$ cat config.mk
export PLATFORM = sky130hd
export DESIGN_NAME = rse_top
export DESIGN_NICKNAME = d
export VERILOG_FILES = /design/src/rtl/rse_pkg.sv /design/src/rtl/rse_judge.sv /design/src/rtl/rse_seq.sv /design/src/rtl/rse_result.sv /design/src/rtl/rse_top.sv
export SDC_FILE = /design/constraint.sdc
export NUM_CORES = 1
export LEC_CHECK = 0
export ABC_AREA = 1
export ABC_CLOCK_PERIOD_IN_PS = 2600
export BUFFER_PORTS_ARGS = -buffer_cell sky130_fd_sc_hd__buf_2
export CELL_PAD_IN_SITES_DETAIL_PLACEMENT = 1
export CELL_PAD_IN_SITES_GLOBAL_PLACEMENT = 1
export CORE_ASPECT_RATIO = 1.5
export CORE_MARGIN = 3
export CORE_UTILIZATION = 36
export CTS_CLUSTER_DIAMETER = 30
export CTS_CLUSTER_SIZE = 8
export DETAILED_ROUTE_END_ITERATION = 10
export PLACE_DENSITY_LB_ADDON = 0.1
export SYNTH_ARGS = -nofsm -noshare
export SYNTH_HDL_FRONTEND = slang
export SYNTH_SLANG_ARGS = --single-unit
$ cat constraint.sdc
create_clock -name clk -period 2.6 [get_ports clk]
set_input_delay 0.26 -clock clk [delete_from_list [all_inputs] [get_ports clk]]
set_output_delay 0.26 -clock clk [all_outputs]
set_load 0.02 [all_outputs]
$ cat src/rtl/rse_pkg.sv
package rse_pkg;
    localparam int SAMPLE_W  = 8;
    localparam int NUM_TRIES = 4;
    localparam int RANGE_W   = $clog2(NUM_TRIES);
    localparam int SEL_W     = NUM_TRIES - 1;
    localparam int RESULT_W  = RANGE_W + SAMPLE_W;
    localparam logic [RANGE_W-1:0] LAST_IDX = RANGE_W'(NUM_TRIES - 1);

    typedef enum logic [1:0] {
        ST_IDLE   = 2'd0,
        ST_LAUNCH = 2'd1,
        ST_WAIT   = 2'd2
    } seq_state_t;

    typedef struct packed {
        logic [RANGE_W-1:0]  range_idx;
        logic [SAMPLE_W-1:0] sample;
    } hires_word_t;

    // Select code for a given try: try 0 selects nothing, try i selects bit i-1.
    function automatic logic [SEL_W-1:0] try_code(input logic [RANGE_W-1:0] idx);
        logic [SEL_W-1:0] code;
        code = '0;
        for (int i = 1; i < NUM_TRIES; i++) begin
            if (int'(idx) == i) code[i-1] = 1'b1;
        end
        return code;
    endfunction

    function automatic logic is_full_scale(input logic [SAMPLE_W-1:0] s);
        return &s;
    endfunction
endpackage

$ cat src/rtl/rse_judge.sv
module rse_judge
    import rse_pkg::*;
(
    input  logic [SAMPLE_W-1:0] sample,
    input  logic [RANGE_W-1:0]  try_idx,
    output logic                saturated,
    output logic                final_try
);
    always_comb begin
        saturated = is_full_scale(sample);
        final_try = (try_idx == LAST_IDX);
    end
endmodule

$ cat src/rtl/rse_seq.sv
module rse_seq
    import rse_pkg::*;
(
    input  logic               clk,
    input  logic               rst,
    input  logic               start_req,
    input  logic               adc_done,
    input  logic               saturated,
    input  logic               final_try,
    output logic [RANGE_W-1:0] try_idx,
    output logic [SEL_W-1:0]   ofs_sel,
    output logic               adc_start,
    output logic               busy,
    output logic               accept
);
    seq_state_t state;
    logic       step_up;

    always_comb begin
        accept  = (state == ST_WAIT) && adc_done && (!saturated || final_try);
        step_up = (state == ST_WAIT) && adc_done && saturated && !final_try;
    end

    always_ff @(posedge clk) begin
        if (rst) begin
            state     <= ST_IDLE;
            try_idx   <= '0;
            ofs_sel   <= '0;
            adc_start <= 1'b0;
            busy      <= 1'b0;
        end else begin
            adc_start <= 1'b0;
            case (state)
                ST_IDLE: begin
                    if (start_req) begin
                        try_idx <= '0;
                        ofs_sel <= '0;
                        busy    <= 1'b1;
                        state   <= ST_LAUNCH;
                    end
                end
                ST_LAUNCH: begin
                    adc_start <= 1'b1;
                    state     <= ST_WAIT;
                end
                ST_WAIT: begin
                    if (step_up) begin
                        try_idx <= try_idx + 1'b1;
                        ofs_sel <= try_code(try_idx + 1'b1);
                        state   <= ST_LAUNCH;
                    end else if (accept) begin
                        busy  <= 1'b0;
                        state <= ST_IDLE;
                        if (final_try) ofs_sel <= '0;
                    end
                end
                default: state <= ST_IDLE;
            endcase
        end
    end

    // never more than one offset select active
    p_sel_onehot_r4: assert property (@(posedge clk) disable iff (rst)
        $onehot0(ofs_sel));
    // start is a single-cycle pulse
    p_start_pulse_r2: assert property (@(posedge clk) disable iff (rst)
        adc_start |=> !adc_start);
    // a new search begins with every select cleared
    p_rise_clear_r2: assert property (@(posedge clk) disable iff (rst)
        $rose(busy) |-> (ofs_sel == '0));
    // no ADC start outside a search
    p_start_in_busy_r10: assert property (@(posedge clk) disable iff (rst)
        adc_start |-> busy);
    // a request during a search does not end it early
    p_ignore_busy_r9: assert property (@(posedge clk) disable iff (rst)
        (busy && start_req && !adc_done) |=> busy);
endmodule

$ cat src/rtl/rse_result.sv
module rse_result
    import rse_pkg::*;
(
    input  logic                clk,
    input  logic                rst,
    input  logic                accept,
    input  logic [RANGE_W-1:0]  try_idx,
    input  logic [SAMPLE_W-1:0] sample,
    output hires_word_t         word,
    output logic                valid
);
    always_ff @(posedge clk) begin
        if (rst) begin
            word  <= '0;
            valid <= 1'b0;
        end else begin
            valid <= accept;
            if (accept) begin
                word.range_idx <= try_idx;
                word.sample    <= sample;
            end
        end
    end

    // result only moves together with the valid pulse
    p_hold_r8: assert property (@(posedge clk) disable iff (rst)
        !valid |-> $stable(word));
    // below the top range the reported sample is never full scale
    p_low_unsat_r3: assert property (@(posedge clk) disable iff (rst)
        (valid && word.range_idx != LAST_IDX) |-> !is_full_scale(word.sample));
endmodule

$ cat src/rtl/rse_top.sv
module rse_top
    import rse_pkg::*;
(
    input  logic                clk,
    input  logic                rst,
    input  logic                start_req,
    output logic                adc_start,
    input  logic                adc_done,
    input  logic [SAMPLE_W-1:0] adc_data,
    output logic [SEL_W-1:0]    ofs_sel,
    output logic                busy,
    output logic                result_valid,
    output logic [RESULT_W-1:0] result
);
    logic [RANGE_W-1:0] try_idx;
    logic               saturated;
    logic               final_try;
    logic               accept;
    hires_word_t        word;

    rse_judge u_judge (
        .sample    (adc_data),
        .try_idx   (try_idx),
        .saturated (saturated),
        .final_try (final_try)
    );

    rse_seq u_seq (
        .clk       (clk),
        .rst       (rst),
        .start_req (start_req),
        .adc_done  (adc_done),
        .saturated (saturated),
        .final_try (final_try),
        .try_idx   (try_idx),
        .ofs_sel   (ofs_sel),
        .adc_start (adc_start),
        .busy      (busy),
        .accept    (accept)
    );

    rse_result u_result (
        .clk     (clk),
        .rst     (rst),
        .accept  (accept),
        .try_idx (try_idx),
        .sample  (adc_data),
        .word    (word),
        .valid   (result_valid)
    );

    assign result = word;

    // valid pulse coincides with busy dropping
    p_valid_idle_r8: assert property (@(posedge clk) disable iff (rst)
        result_valid |-> !busy);
    // the last try leaves all selects cleared
    p_top_clear_r6: assert property (@(posedge clk) disable iff (rst)
        (result_valid && result[RESULT_W-1 -: RANGE_W] == LAST_IDX) |-> (ofs_sel == '0));
    // valid never lasts two cycles
    p_valid_pulse_r8: assert property (@(posedge clk) disable iff (rst)
        result_valid |=> !result_valid);
endmodule

==> metrics.md <==
| Metric | Value |
|---|---|
| Initial Util | 37.9% |
| Hold Startpoint | rst |
| P per Cell Area | 568 nW/um2 |
| Post-Syn Area | 856 um2 |
| Pre-antenna DRT Iters | 2 |
| Iteration-0 DRC count of the detailed router | 11 |
| Post-route cell area | 1030 um2 |
| Min Tclk post-route | 1.39 ns |
| Hold endpoint | u_seq.busy |
| Core Rows | 21 |
| Antenna fix cells | 0 |
| H-tree levels | 1 |
| Hpwl dp | 1580 um |
| Setup TNS | 0 ns |
| Hold slack | 0.231 ns |
| Max-slew headroom | 80.0% |
| RSZ-0062 raised after global routing | no |
| Post-CTS setup repair buffer count | 0 |
| Clk buf depth | 2 |
| CP required | 2.79 ns |
| Residual DRC count | 0 |
| Worst min-delay path class | in -> reg |
| R2R setup slack | 1.21 ns |
| Sequential power share | approximately 55% |
| Sink Count | 20 |
| VDD IR max | approximately 0.00030 V |
| Share of total power in combinational logic | 14.0% |
| Max Fclk | between 700 and 800 MHz |
| Critical Path AT | 1.58 ns |
| Post-CTS Resized | 0 |
| Drt total wl | 1940 um |
| Vias | 780 |
| Total die area | 3010 um2 |
| Avg Cell Area, Syn | between 7 and 8 um2 |
| Pint | roughly 0.43 mW |
| Congestion Overflow GR | 0 |
| Share of cells above drive strength 1 | a little over a quarter |
| Vias in the first global route | 803 |
| Startpoint types | flip-flop |
| Lkg Pwr | 0.509 nW |
| Worst Clk Skew | approximately 0.0028 ns |
| Setup violators final | 0 |
| Max-Cap Viols | 0 |
| Fin. Hold Viols | 0 |
| Avg WL per Cell | 11.8 um |
| Place WS | 1.19 ns |
| Reg clk slew, reported paths | 0.12 ns |
| Distinct cells, synth | 20 |
| Reg2Reg Depth | 7 |
| Register area share after synthesis | 46.8% |
| Nets | 158 |
| Setup crit end kind | flip-flop |
| Die W | 45.8 um |
| ANT nets after route | 0 |
| P_sw | 0.154 mW |
| Hold path depth | 2 |
| Outcome | complete, no violations |
| Hold Buf Count CTS | 0 |
| I/O Buffers | 27 |
| Final worst-path cycle share | 53.5% |
| Clock root cell | clkbuf_4 |
| CTS tree | yes |
| Vias/cell | 4.76 |
| Max FO, Critical Path | 12 |
| Die Ht | 65.7 um |
| Critical path type | reg -> reg |
| Worst-Margin Slew | approximately 0.3 ns |
| Post-route worst setup slack | 1.21 ns |
| Crit Reg-Reg Startpoint | u_seq.try_idx[0] |
| Worst reg2reg path endpoint | u_result.word[3] |
| Largest net degree at the start of global routing | 13 |
| IO Pins | 28 |
| Clk_lat worst skew | 0.29 ns |
| GPL Wtd Cong | between 0.7 and 0.8 |
| Switching part of the total power | 26.2% |
| Layout area overhead | 20.9% |
| Initial antenna violation count | 0 |
| Clock Power Share | roughly 31% |
| Global-route wire length before repair | between 3000 and 4000 um |
| Syn Nets | 129 |
| Slew Limit Fails | 0 |
| Synth Instances | 113 |
| Warning count from the yosys run | 0 |
| Layout Utilization | 45.8% |
| Total track usage | 14.3% |
| Placement Cell Area | between 900 and 1000 um2 |
| CORE AREA | 2260 um2 |
| Num CTS Buffers | 3 |
| FF+latch count, synth | 20 |
-- routing by layer --
layer  up-vias  GRT usage, %  routed length, um
met5         -             0                  0
met4         0          5.34                 17
met3         2          2.47                105
met2        15          26.0               1050
met1       354          15.5                764
li1        409             -                  -
-- cells in the mapped netlist (all sizes together) --
library cell	count	share of area, %
nand3	5	3.5
buf	2	1.9
nor2	29	14
dfxtp	20	47
or2	1	0.73
nor3	1	1.2
a22oi	2	1.8
clkbuf	1	0.58
inv	10	4.4
o21ai	10	5.8
nand2	22	9.9
ha	4	5.8
a21oi	6	3.9
-- critical path, cell delays in order, from the launching register on --
cell and delay (ns):
dfxtp_1 0.36, ha_1 0.22, nor2_1 0.17, nand2_1 0.09
nand2_2 0.18, inv_2 0.12, nor2_1 0.11, nor2_1 0.05
-- registers in the layout (all words and copies together) (netlist names) --
register         flops
u_result.valid       1
u_result.word       10
u_seq.adc_start      1
u_seq.busy           1
u_seq.ofs_sel        3
u_seq.state          2
u_seq.try_idx        2
-- layout by cell type (no fill, tap or decap), drive strengths merged --
master,count
clkbuf,4
buf,27
nand3,5
a21oi,6
a22oi,2
ha,4
or2,1
nor3,1
o21ai,10
nand2,22
nor2,29
inv,10
dfxtp,20
-- through the flow --
step / power [mW] / cells
after floorplan: 0.388 / 113
after global placement: 0.414 / 160
after detailed placement: 0.417 / 160
after CTS: 0.596 / 164
after global routing: 0.629 / 164
final: 0.588 / 164
-- logic make-up (layout without fill, tap and decap cells) --
group / count (synthesis) / after routing / synth area share (%)
and+or+nand+nor: 58 / 58 / 28.9
DFF: 20 / 20 / 46.8
AOI/OAI and AO/OA: 18 / 18 / 11.5
buffers and inverters: 13 / 41 / 6.87
adders and majority gates: 4 / 4 / 5.85
-- worst max path at each step --
stage,from,to,slack [ns]
3_3_place_gp,u_seq.try_idx[0],u_result.word[8],1.24
4_1_cts,u_seq.try_idx[0],u_result.word[3],1.18
5_1_grt,u_seq.try_idx[0],u_result.word[0],1.04
6_report,u_seq.try_idx[0],u_result.word[3],1.21
2_1_floorplan,u_seq.try_idx[0],u_seq.busy,1.43
3_5_place_dp,u_seq.try_idx[0],u_result.word[3],1.19
-- final cells by class --
cell class | instances | area [um2]
multi-input combinational | 80 | 397
sequential | 20 | 400
fill | 321 | 1220
tap | 23 | 28.8
clock buffer | 4 | 36.3
timing repair buffer | 27 | 135
inverter | 10 | 37.5
-- power groups by stage --
| stage | Clock [mW] | Sequential, mW | Combinational [mW] |
|---|---|---|---|
| floorplan | 0 | 0.342 | 0.0455 |
| detailed placement | 0 | 0.333 | 0.0835 |
| finish | 0.180 | 0.326 | 0.0820 |
| CTS | 0.186 | 0.326 | 0.0840 |
| global placement | 0 | 0.332 | 0.0813 |
| global route | 0.207 | 0.328 | 0.0943 |
Power figures use the tool's default switching activity.
